$ cat config.mk
export PLATFORM = sky130hd
export DESIGN_NAME = alarm_irq_ctrl
export DESIGN_NICKNAME = d
export VERILOG_FILES = /design/src/rtl/alarm_irq_pkg.sv /design/src/rtl/alarm_match.sv /design/src/rtl/alarm_regs.sv /design/src/rtl/irq_route.sv /design/src/rtl/alarm_irq_ctrl.sv
export SDC_FILE = /design/constraint.sdc
export NUM_CORES = 1
export LEC_CHECK = 0
export ABC_AREA = 1
export BUFFER_PORTS_ARGS = -buffer_cell sky130_fd_sc_hd__buf_2
export CORE_UTILIZATION = 58
export DETAILED_ROUTE_END_ITERATION = 8
export PLACE_DENSITY_LB_ADDON = 0.05
export SLEW_MARGIN = 20
export SYNTH_ARGS = -nofsm -noshare
export SYNTH_HDL_FRONTEND = slang
export SYNTH_SLANG_ARGS = --single-unit
$ cat constraint.sdc
create_clock -name clk -period 3.6 [get_ports clk]
set_input_delay 0.72 -clock clk [delete_from_list [all_inputs] [get_ports clk]]
set_output_delay 0.72 -clock clk [all_outputs]
set_load 0.02 [all_outputs]
$ cat src/rtl/alarm_irq_pkg.sv
package alarm_irq_pkg;
    localparam int BYTE_W      = 8;
    localparam int NUM_ALARMS  = 2;
    localparam int NUM_FIELDS  = 4;
    localparam int ALARM_BASE  = 7;
    localparam int CTRL_ADDR   = 15;
    localparam int STAT_ADDR   = 16;
    localparam logic [BYTE_W-1:0] CTRL_RESET = 8'h80;
    localparam logic [BYTE_W-1:0] CTRL_WMASK = 8'hBF;

    typedef enum logic [0:0] {
        SEQ_WAIT    = 1'b0,
        SEQ_COMPARE = 1'b1
    } seq_state_t;
endpackage

$ cat src/rtl/alarm_match.sv
module alarm_match
    import alarm_irq_pkg::*;
#(
    parameter int NF = NUM_FIELDS
) (
    input  logic [NF*BYTE_W-1:0] alarm_bytes,
    input  logic [NF*BYTE_W-1:0] time_bytes,
    output logic                 hit
);
    logic [NF-1:0] field_ok;

    for (genvar f = 0; f < NF; f++) begin : g_field
        assign field_ok[f] = alarm_bytes[f*BYTE_W + BYTE_W - 1] ||
            (alarm_bytes[f*BYTE_W +: BYTE_W-1] == time_bytes[f*BYTE_W +: BYTE_W-1]);
    end

    assign hit = &field_ok;
endmodule

$ cat src/rtl/alarm_regs.sv
module alarm_regs
    import alarm_irq_pkg::*;
#(
    parameter int AW = 5,
    parameter int NA = NUM_ALARMS,
    parameter int NF = NUM_FIELDS
) (
    input  logic                    clk,
    input  logic                    rst_n,
    input  logic                    reg_wr,
    input  logic                    reg_ptr_load,
    input  logic [AW-1:0]           reg_addr,
    input  logic [BYTE_W-1:0]       reg_wdata,
    input  logic [NA-1:0]           set_req,
    output logic [NA*NF*BYTE_W-1:0] alarm_bytes,
    output logic [BYTE_W-1:0]       ctrl_q,
    output logic [NA-1:0]           flags_q,
    output logic [BYTE_W-1:0]       reg_rdata
);
    localparam int NREG = NA * NF;
    localparam int IW   = $clog2(NREG);

    logic [BYTE_W-1:0] mem_q [NREG];
    logic              osf_q;
    logic [AW-1:0]     off;
    logic              is_alarm, stat_wr, ctrl_wr;
    logic [NA-1:0]     in_rng, clr_req;

    assign off      = reg_addr - AW'(ALARM_BASE);
    assign is_alarm = (reg_addr >= AW'(ALARM_BASE)) && (int'(off) < NREG);
    assign stat_wr  = reg_wr && (reg_addr == AW'(STAT_ADDR));
    assign ctrl_wr  = reg_wr && (reg_addr == AW'(CTRL_ADDR));

    for (genvar a = 0; a < NA; a++) begin : g_alarm
        assign in_rng[a]  = is_alarm && ((int'(off) / NF) == a);
        assign clr_req[a] = (stat_wr && !reg_wdata[a]) || (reg_ptr_load && in_rng[a]);
    end

    for (genvar i = 0; i < NREG; i++) begin : g_pack
        assign alarm_bytes[i*BYTE_W +: BYTE_W] = mem_q[i];
    end

    always_ff @(posedge clk or negedge rst_n) begin
        if (!rst_n) begin
            for (int i = 0; i < NREG; i++) mem_q[i] <= '0;
            ctrl_q  <= CTRL_RESET;
            osf_q   <= 1'b1;
            flags_q <= '0;
        end else begin
            if (reg_wr && is_alarm) mem_q[off[IW-1:0]] <= reg_wdata;
            if (ctrl_wr) ctrl_q <= reg_wdata & CTRL_WMASK;
            if (stat_wr && !reg_wdata[BYTE_W-1]) osf_q <= 1'b0;
            for (int a = 0; a < NA; a++) begin
                if (set_req[a])      flags_q[a] <= 1'b1;
                else if (clr_req[a]) flags_q[a] <= 1'b0;
            end
        end
    end

    always_comb begin
        reg_rdata = '0;
        if (is_alarm)
            reg_rdata = mem_q[off[IW-1:0]];
        else if (reg_addr == AW'(CTRL_ADDR))
            reg_rdata = ctrl_q;
        else if (reg_addr == AW'(STAT_ADDR))
            reg_rdata = {osf_q, {(BYTE_W-1-NA){1'b0}}, flags_q};
    end

    AST_WR_ZERO_CLEARS: assert property (@(posedge clk) disable iff (!rst_n)
        (stat_wr && !reg_wdata[0] && !set_req[0]) |=> !flags_q[0]);
    AST_PTR_CLEARS_OWN: assert property (@(posedge clk) disable iff (!rst_n)
        (reg_ptr_load && in_rng[1] && !set_req[1]) |=> !flags_q[1]);
    AST_SET_BEATS_CLEAR: assert property (@(posedge clk) disable iff (!rst_n)
        set_req[0] |=> flags_q[0]);
endmodule

$ cat src/rtl/irq_route.sv
module irq_route
    import alarm_irq_pkg::*;
(
    input  logic [BYTE_W-1:0] ctrl_q,
    input  logic [1:0]        flags_q,
    input  logic              sq_in,
    output logic              irq0_n,
    output logic              irq1_n
);
    logic act0, act1, split, sqw_en;

    assign act0   = flags_q[0] && ctrl_q[0];
    assign act1   = flags_q[1] && ctrl_q[1];
    assign split  = ctrl_q[2];
    assign sqw_en = ctrl_q[3];

    always_comb begin
        irq0_n = split ? !act0 : !(act0 || act1);
        if (sqw_en)     irq1_n = sq_in;
        else if (split) irq1_n = !act1;
        else            irq1_n = 1'b1;
    end
endmodule

$ cat src/rtl/alarm_irq_ctrl.sv
module alarm_irq_ctrl
    import alarm_irq_pkg::*;
#(
    parameter int AW = 5
) (
    input  logic              clk,
    input  logic              rst_n,
    input  logic              tick,
    input  logic [BYTE_W-1:0] tm_sec,
    input  logic [BYTE_W-1:0] tm_min,
    input  logic [BYTE_W-1:0] tm_hour,
    input  logic [BYTE_W-1:0] tm_day,
    input  logic              reg_wr,
    input  logic              reg_ptr_load,
    input  logic [AW-1:0]     reg_addr,
    input  logic [BYTE_W-1:0] reg_wdata,
    output logic [BYTE_W-1:0] reg_rdata,
    input  logic              sq_in,
    output logic              irq0_n,
    output logic              irq1_n
);
    localparam int NA = NUM_ALARMS;
    localparam int NF = NUM_FIELDS;
    localparam int AB = NF * BYTE_W;

    seq_state_t             state_q, state_d;
    logic                   eval;
    logic [NA-1:0]          hit, set_req, flags_q;
    logic [NA*AB-1:0]       alarm_bytes;
    logic [AB-1:0]          time_bytes;
    logic [BYTE_W-1:0]      ctrl_q;

    assign time_bytes = {tm_day, tm_hour, tm_min, tm_sec};

    always_ff @(posedge clk or negedge rst_n) begin
        if (!rst_n) state_q <= SEQ_WAIT;
        else        state_q <= state_d;
    end

    always_comb begin
        state_d = state_q;
        eval    = 1'b0;
        unique case (state_q)
            SEQ_WAIT:    if (tick) state_d = SEQ_COMPARE;
            SEQ_COMPARE: begin
                eval    = 1'b1;
                state_d = SEQ_WAIT;
            end
            default:     state_d = SEQ_WAIT;
        endcase
    end

    for (genvar a = 0; a < NA; a++) begin : g_cmp
        alarm_match #(.NF(NF)) u_match (
            .alarm_bytes (alarm_bytes[a*AB +: AB]),
            .time_bytes  (time_bytes),
            .hit         (hit[a])
        );
        assign set_req[a] = eval && hit[a];
    end

    alarm_regs #(.AW(AW), .NA(NA), .NF(NF)) u_regs (
        .clk          (clk),
        .rst_n        (rst_n),
        .reg_wr       (reg_wr),
        .reg_ptr_load (reg_ptr_load),
        .reg_addr     (reg_addr),
        .reg_wdata    (reg_wdata),
        .set_req      (set_req),
        .alarm_bytes  (alarm_bytes),
        .ctrl_q       (ctrl_q),
        .flags_q      (flags_q),
        .reg_rdata    (reg_rdata)
    );

    irq_route u_route (
        .ctrl_q  (ctrl_q),
        .flags_q (flags_q),
        .sq_in   (sq_in),
        .irq0_n  (irq0_n),
        .irq1_n  (irq1_n)
    );

    AST_COMPARE_AFTER_TICK: assert property (@(posedge clk) disable iff (!rst_n)
        (state_q == SEQ_COMPARE) |-> $past(tick));
    AST_FLAG_RISE_SOURCE: assert property (@(posedge clk) disable iff (!rst_n)
        $rose(flags_q[0]) |-> $past(state_q == SEQ_COMPARE));
    AST_IRQ0_RELEASED: assert property (@(posedge clk) disable iff (!rst_n)
        (flags_q == '0) |-> irq0_n);
endmodule

==> impl_metrics.csv, run 1 <==
group,metric,value,unit
worst_setup_path,cp.required,2.88,ns
clocking,cts_tree,"yes",
layout,diodes,0,
power_and_ir_drop,p_sw_share,37.1,%
sta,finalClockSkew,0.0119,ns
drt,drc_errors,0,
floorplanning,die_area,8250,sq um
sta,finalCritPeriodShare,85.6,%
global_routing,gr-usage-met3,5.81,%
clocking,h-tree-depth,3,
sta,worst_pin_slew,0.949,ns
yosys,synth_area_leaders,"dfrtp_1 (40%), nand2_1 (20%), o21ai_0 (8.7%), xnor2_1 (5.9%), inv_1 (5.4%)",
yosys,synth_warnings,0,
worst_setup_path,setup.worst_path.class,"in2out",
min_path,hold_path_class,"reg2reg",
global_routing,grt_pass1_vias,4229,
floorplanning,boundaryPins,61,
yosys,synth_nets,701,
worst_setup_path,r2r_cells,6,
drt,drt-initial-drc-count,414,
yosys,yosys-top-cells-count,"nand2_1 (242), o21ai_0 (80), dfrtp_1 (73)",
layout,syn2layout_area_growth,11.2,%
yosys,yosys.area.top_type_share,39.9,%
global_routing,use_met2,53.6,%
layout,drive_gt1_share,12.9,%
global_routing,antenna_found_initial,0,
global_routing,busiest_layer,"met2",
yosys,synth.most_common_cell,"nand2_1",
clocking,postCtsSetupBuffers,0,
clocking,clockBufferDepth,2,
floorplanning,start_util,59.6,%
sta,timing.slew.headroom,36.7,%
global_routing,grt_use_met1,42.8,%
worst_setup_path,critPathArrivalTime,2.36,ns
drt,detail_route.vias_per_cell,5.40,
global_routing,grt_first_pass_wirelength,20500,um
global_routing,grt_max_degree,76,
power_and_ir_drop,power_frac_clock,24.6,%
worst_setup_path,r2r-start,"u_regs.alarm_bytes[26]",
clocking,cts.sinks,75,
worst_setup_path,reg2reg_to,"u_regs.flags_q[0]",
flow_run,max-cap-violations,0,
placed_design,place_congestion,0.957,
min_path,hold_depth,2,
layout,n_fill_cell,726,
placed_design,numPortBuffers,56,
worst_setup_path,crit_path_max_fanout,15,
placed_design,hpwl,8910,um
placed_design,numPlacedInstances,789,
yosys,syn_area,4580,sq um
sta,setup_viol,0,
worst_setup_path,crit_path_cell_trace,"buf_2 -> ha_1 -> nand2_1 -> inv_1 -> nor2_1 -> buf_4 -> inv_1 -> o21ai_0 -> a31oi_1 -> buf_2",
clocking,clk_latency,0.36,ns
min_path,hp-start,"u_regs.osf_q",
power_and_ir_drop,p_leak,2.62,nW
floorplanning,fp.dieH,90.9,um
yosys,synth_area_leader_cell,"dfrtp_1",
clocking,post_cts_resized,0,
yosys,async_flop_share,100,%
sta,hold_violations,0,
drt,route.vias.total,4343,
power_and_ir_drop,switchingPower,1.04,mW
sta,rsz0062_at_grt,"no",
drt,dr.pass1.iters,8,
yosys,synth_enable_flop_cells,0,
yosys,ys_types,29,
floorplanning,fp.dieW,90.9,um
clocking,cts-root-buf,"clkbuf_8",
yosys,ys_ff_latch,75,
sta,tns,0,ns
layout,layoutNonFillerInstCount,805,
worst_setup_path,cp.buffers_inverters,5,
worst_setup_path,max_stage_delay,0.34,ns
power_and_ir_drop,ir_drop,0.000360,V
layout,num-nets-final,751,
global_routing,globalRouteOverflowTotal,0,
yosys,avgSynthCellArea,7.07,sq um
drt,wl_per_cell,15.4,um
floorplanning,core-area,7690,sq um
sta,maxSlewViolCount,0,
sta,fin_crit,3.08,ns
run_status,status,"finished clean",
yosys,synthCells,648,
worst_setup_path,rrSetupSlack,2.20,ns
yosys,synth_top_flop_cell,"dfrtp_1",
drt,ant_nets,0,
worst_setup_path,critical_path.top_delay_family,"buffers and inverters",
worst_setup_path,start_kind,"primary input",
clocking,postCtsHoldBufs,0,
power_and_ir_drop,seq_power_share,45.6,%
floorplanning,row_count,32,
global_routing,grt_use_total,32.8,%
min_path,hold_end,"u_regs.osf_q",
power_and_ir_drop,power_frac_comb,29.9,%
worst_setup_path,cp-end-kind,"output pin",
clocking,path_clk_slew,0.09,ns
power_and_ir_drop,power_density,550,nW/um^2
sta,fmax,325,MHz
drt,routed_wl,12400,um
yosys,yosysSeqAreaShare,41.0,%
power_and_ir_drop,finalPower,2.80,mW
power_and_ir_drop,power.internal,1.76,mW
worst_setup_path,slowest_stage,"inv_1",
clocking,cts_made_buffers,9,
## worst max path at each step
stage	start	endpoint	slack (ns)	cells after the start
after detailed placement	reg_addr[0]	reg_rdata[1]	0.57	10
after global placement	reg_addr[0]	reg_rdata[0]	0.58	9
after global routing	reg_addr[0]	reg_rdata[1]	0.38	8
after floorplan	reg_addr[0]	reg_rdata[6]	0.33	9
final	reg_addr[0]	reg_rdata[1]	0.52	10
after CTS	reg_addr[0]	reg_rdata[1]	0.56	10
## cell type report
cell class | instances | area [sq um] | share of cell area (%)
Clock buffer | 10 | 138 | 2.70
Tap cell | 102 | 128 | 2.51
Multi-Input combinational cell | 483 | 2300 | 45.2
Clock inverter | 6 | 71.3 | 1.40
Timing Repair Buffer | 61 | 320 | 6.29
Inverter | 68 | 255 | 5.01
Sequential cell | 75 | 1880 | 36.9
## power by group through the flow
stage          logic [mW]  registers (mW)  clock network, mW
2_1_floorplan       0.614            1.23                  0
5_1_grt             0.967            1.31              0.727
3_5_place_dp        0.828            1.29                  0
6_report            0.836            1.28              0.689
4_1_cts             0.834            1.27              0.687
3_3_place_gp        0.802            1.28                  0
## metrics by stage
| stage | utilization, % | worst slack [ns] | hold slack [ns] | instance area (sq um) |
|---|---|---|---|---|
| 3_3_place_gp | 63.5 | 0.583 | 0.438 | 4880 |
| 6_report | 66.2 | 0.519 | 0.456 | 5090 |
| 5_1_grt | 66.2 | 0.377 | 0.475 | 5090 |
| 3_5_place_dp | 63.5 | 0.569 | 0.444 | 4880 |
| 2_1_floorplan | - | 0.330 | 0.422 | 4580 |
| 4_1_cts | 66.2 | 0.560 | 0.458 | 5090 |
## cell families (layout without fill, tap and decap cells)
family          count (synthesis)  after routing  synth area share, %
fa+ha+maj                       2              2                0.546
buf+inv                        90            145                 8.74
xor+xnor                       41             41                 7.84
simple gates                  310            310                 27.0
flops                          75             75                 41.0
compound gates                130            130                 14.8
## flip-flops by register name, indices dropped and copies added (netlist names)
register / flops
state_q: 1
u_regs.alarm_bytes: 64
u_regs.ctrl_q: 7
u_regs.flags_q: 2
u_regs.osf_q: 1
## worst reg2reg max path, stage by stage, from the launching register on
cell and delay [ns]:
dfrtp_1 0.42, xor2_1 0.17, nor2_1 0.09, nand2_1 0.06
o21ai_0 0.33, nand2_1 0.09, o21bai_1 0.16
## layout by cell type (no fill, tap or decap), types with 3 or more instances in the layout
cell      synthesis  layout
nor2_1           37      37
a21oi_1          18      18
buf_2             8      55
a21o_1            5       5
buf_4             0       6
o21ai_0          80      80
nand3_1           8       8
nand2_2           8       8
xor2_1           10      10
inv_1            66      66
o21ai_1          20      20
clkbuf_8          0      10
nor3_1            9       9
a31oi_1           3       3
xnor2_1          31      31
nand2_1         242     242
dfrtp_1          73      73
## metal layers
layer / part of all wire (%) / up-vias
li1: - / 2134
met1: 42 / 1987
met2: 47 / 180
met3: 7.6 / 42
met4: 3.7 / 0
met5: 0 / -
(Power assumes the default switching activity.)
==> inputs of run 2 (changes only) <==
CORE_UTILIZATION = 63   (was 58)
MAX_ROUTING_LAYER = met4   (was unset)
PLACE_DENSITY = 0.86   (was unset)
PLACE_DENSITY_LB_ADDON = unset   (was 0.05)
clock period = 3.8 ns   (was 3.6 ns; I/O delays follow)
==> run 2 against run 1 <==
Compared with the run above: cell count down 0.50%; highest routed layer unchanged; via count up 2.5%; utilization up 7.8 points; critical path type unchanged.
==> impl_metrics.csv, run 2 (synthesis gave the netlist of run 1 again) <==
group,metric,value,unit
run_status,status,"finished clean",
clocking,postCtsHoldBufs,0,
worst_setup_path,critPathArrivalTime,2.46,ns
flow_run,max-cap-violations,0,
min_path,hold_path_class,"in2async",
global_routing,grt_pass1_vias,4089,
clocking,post_cts_resized,0,
floorplanning,core-area,6910,sq um
layout,multi_input_area,2300,sq um
global_routing,grt_use_total,36.6,%
power_and_ir_drop,ir_drop,0.000334,V
drt,route.vias.total,4453,
global_routing,grt_first_pass_wirelength,19900,um
placed_design,numPortBuffers,56,
sta,worst_pin_slew,0.604,ns
layout,largest_reg_flops,64,
clocking,cts_made_buffers,9,
placed_design,place_congestion,0.949,
floorplanning,fp.dieW,87.3,um
clocking,clockBufferDepth,2,
drt,routed_wl,12500,um
floorplanning,start_util,66.3,%
placed_design,hpwl,8980,um
sta,maxSlewViolCount,0,
sta,finalCritPeriodShare,84.8,%
sta,rsz0062_at_grt,"no",
power_and_ir_drop,power_density,529,nW/um^2
sta,hold_violations,0,
power_and_ir_drop,p_leak,2.63,nW
sta,timing.slew.headroom,59.7,%
sta,finalClockSkew,0.00973,ns
layout,layout_commonest_cell,"nand2_1",
power_and_ir_drop,seq_power_share,44.9,%
drt,ant_nets,0,
power_and_ir_drop,power.internal,1.73,mW
power_and_ir_drop,switchingPower,974,uW
clocking,cts-root-buf,"clkbuf_8",
clocking,path_clk_slew,0.08,ns
global_routing,grt_max_degree,47,
layout,num-nets-final,753,
worst_setup_path,crit_path_cell_trace,"buf_2 -> ha_1 -> nand2_1 -> inv_1 -> nor2_1 -> buf_4 -> inv_1 -> o21ai_0 -> nand2_1 -> nand2_1 -> o31ai_1 -> buf_2",
layout,n_fill_cell,604,
worst_setup_path,slowest_stage,"inv_1",
clocking,clk_latency,0.36,ns
sta,tns,0,ns
layout,layout_common_cells,"nand2_1 (242), o21ai_0 (80), dfrtp_1 (73)",
worst_setup_path,start_kind,"primary input",
sta,fin_crit,3.22,ns
global_routing,globalRouteOverflowTotal,0,
clocking,h-tree-depth,3,
drt,drt-initial-drc-count,413,
layout,syn2layout_area_growth,11.7,%
floorplanning,fp.dieH,87.3,um
sta,whs,0.403,ns
clocking,postCtsSetupBuffers,0,
layout,diodes,0,
sta,fmax,310,MHz
floorplanning,row_count,30,
worst_setup_path,crit_path_frequent_cell,"nand2_1",
layout,drive_gt1_share,13.2,%
worst_setup_path,max_stage_delay,0.39,ns
floorplanning,die_area,7610,sq um
clocking,cts_tree,"yes",
worst_setup_path,crit_path_max_fanout,15,
worst_setup_path,cp.required,3.04,ns
sta,setup_viol,0,
global_routing,antenna_found_initial,0,
drt,wl_per_cell,15.6,um
clocking,cts.sinks,75,
power_and_ir_drop,p_sw_share,36.0,%
worst_setup_path,setup.worst_path.class,"in2out",
drt,dr.pass1.iters,5,
power_and_ir_drop,power_frac_clock,25.8,%
layout,seqCellArea,1880,sq um
power_and_ir_drop,power_frac_comb,29.3,%
floorplanning,boundaryPins,61,
worst_setup_path,cp-end-kind,"output pin",
drt,detail_route.vias_per_cell,5.56,
drt,drc_errors,0,
==> run 2: worst paths after layout <==
path | slack [ns] | startpoint | cells past startpoint | end
setup / recovery | 0.58 | reg_addr[0] | 12 | reg_rdata[2]
hold / removal | 0.40 | rst_n | 1 | u_regs.alarm_bytes[43]
setup reg to reg | 2.48 | u_regs.alarm_bytes[26] | 6 | u_regs.flags_q[0]
hold reg to reg | 0.47 | u_regs.osf_q | 2 | u_regs.osf_q
max in group asynchronous | 2.61 | rst_n | 2 | u_regs.osf_q
min in group clk | 0.47 | u_regs.osf_q | 2 | u_regs.osf_q
==> run 2: final cells by class <==
cell class                 count  share of cell area (%)
clock buffer                  10                    2.69
clock inverter                 6                    1.74
inverter                      68                    4.99
multi-input combinational    483                    45.0
sequential                    75                    36.8
tap                           96                    2.35
timing repair buffer          63                    6.51
==> run 2: layer usage <==
layer	up-vias	GRT usage [%]	routed length, um
li1	2133	-	-
met1	2071	49.3	5280
met2	217	56.0	5800
met3	32	4.55	1030
met4	0	16.1	388
met5	-	-	0
==> run 2: stage by stage <==
stage | utilization [%] | std cells | power, mW | instance area [sq um] | worst slack [ns]
after floorplan | - | 648 | 1.75 | 4580 | 0.450
after global placement | 70.8 | 785 | 1.96 | 4890 | 0.616
after detailed placement | 70.8 | 785 | 2.00 | 4890 | 0.613
after CTS | 74.0 | 801 | 2.69 | 5110 | 0.609
after global routing | 74.0 | 801 | 2.87 | 5110 | 0.406
final | 74.0 | 801 | 2.71 | 5110 | 0.577
==> run 2: worst max-delay path, delay by kind of cell <==
kind / cells / cell delay, ns
buf+inv: 5 / 0.96
fa+ha+maj: 1 / 0.16
simple gates: 4 / 0.34
compound gates: 2 / 0.24
==> run 2: power by group through the flow <==
stage | registers (mW) | clock network [mW] | logic (mW)
2_1_floorplan | 1.17 | 0 | 0.581
3_3_place_gp | 1.21 | 0 | 0.751
5_1_grt | 1.24 | 0.723 | 0.906
6_report | 1.21 | 0.699 | 0.794
4_1_cts | 1.21 | 0.697 | 0.788
3_5_place_dp | 1.22 | 0 | 0.779
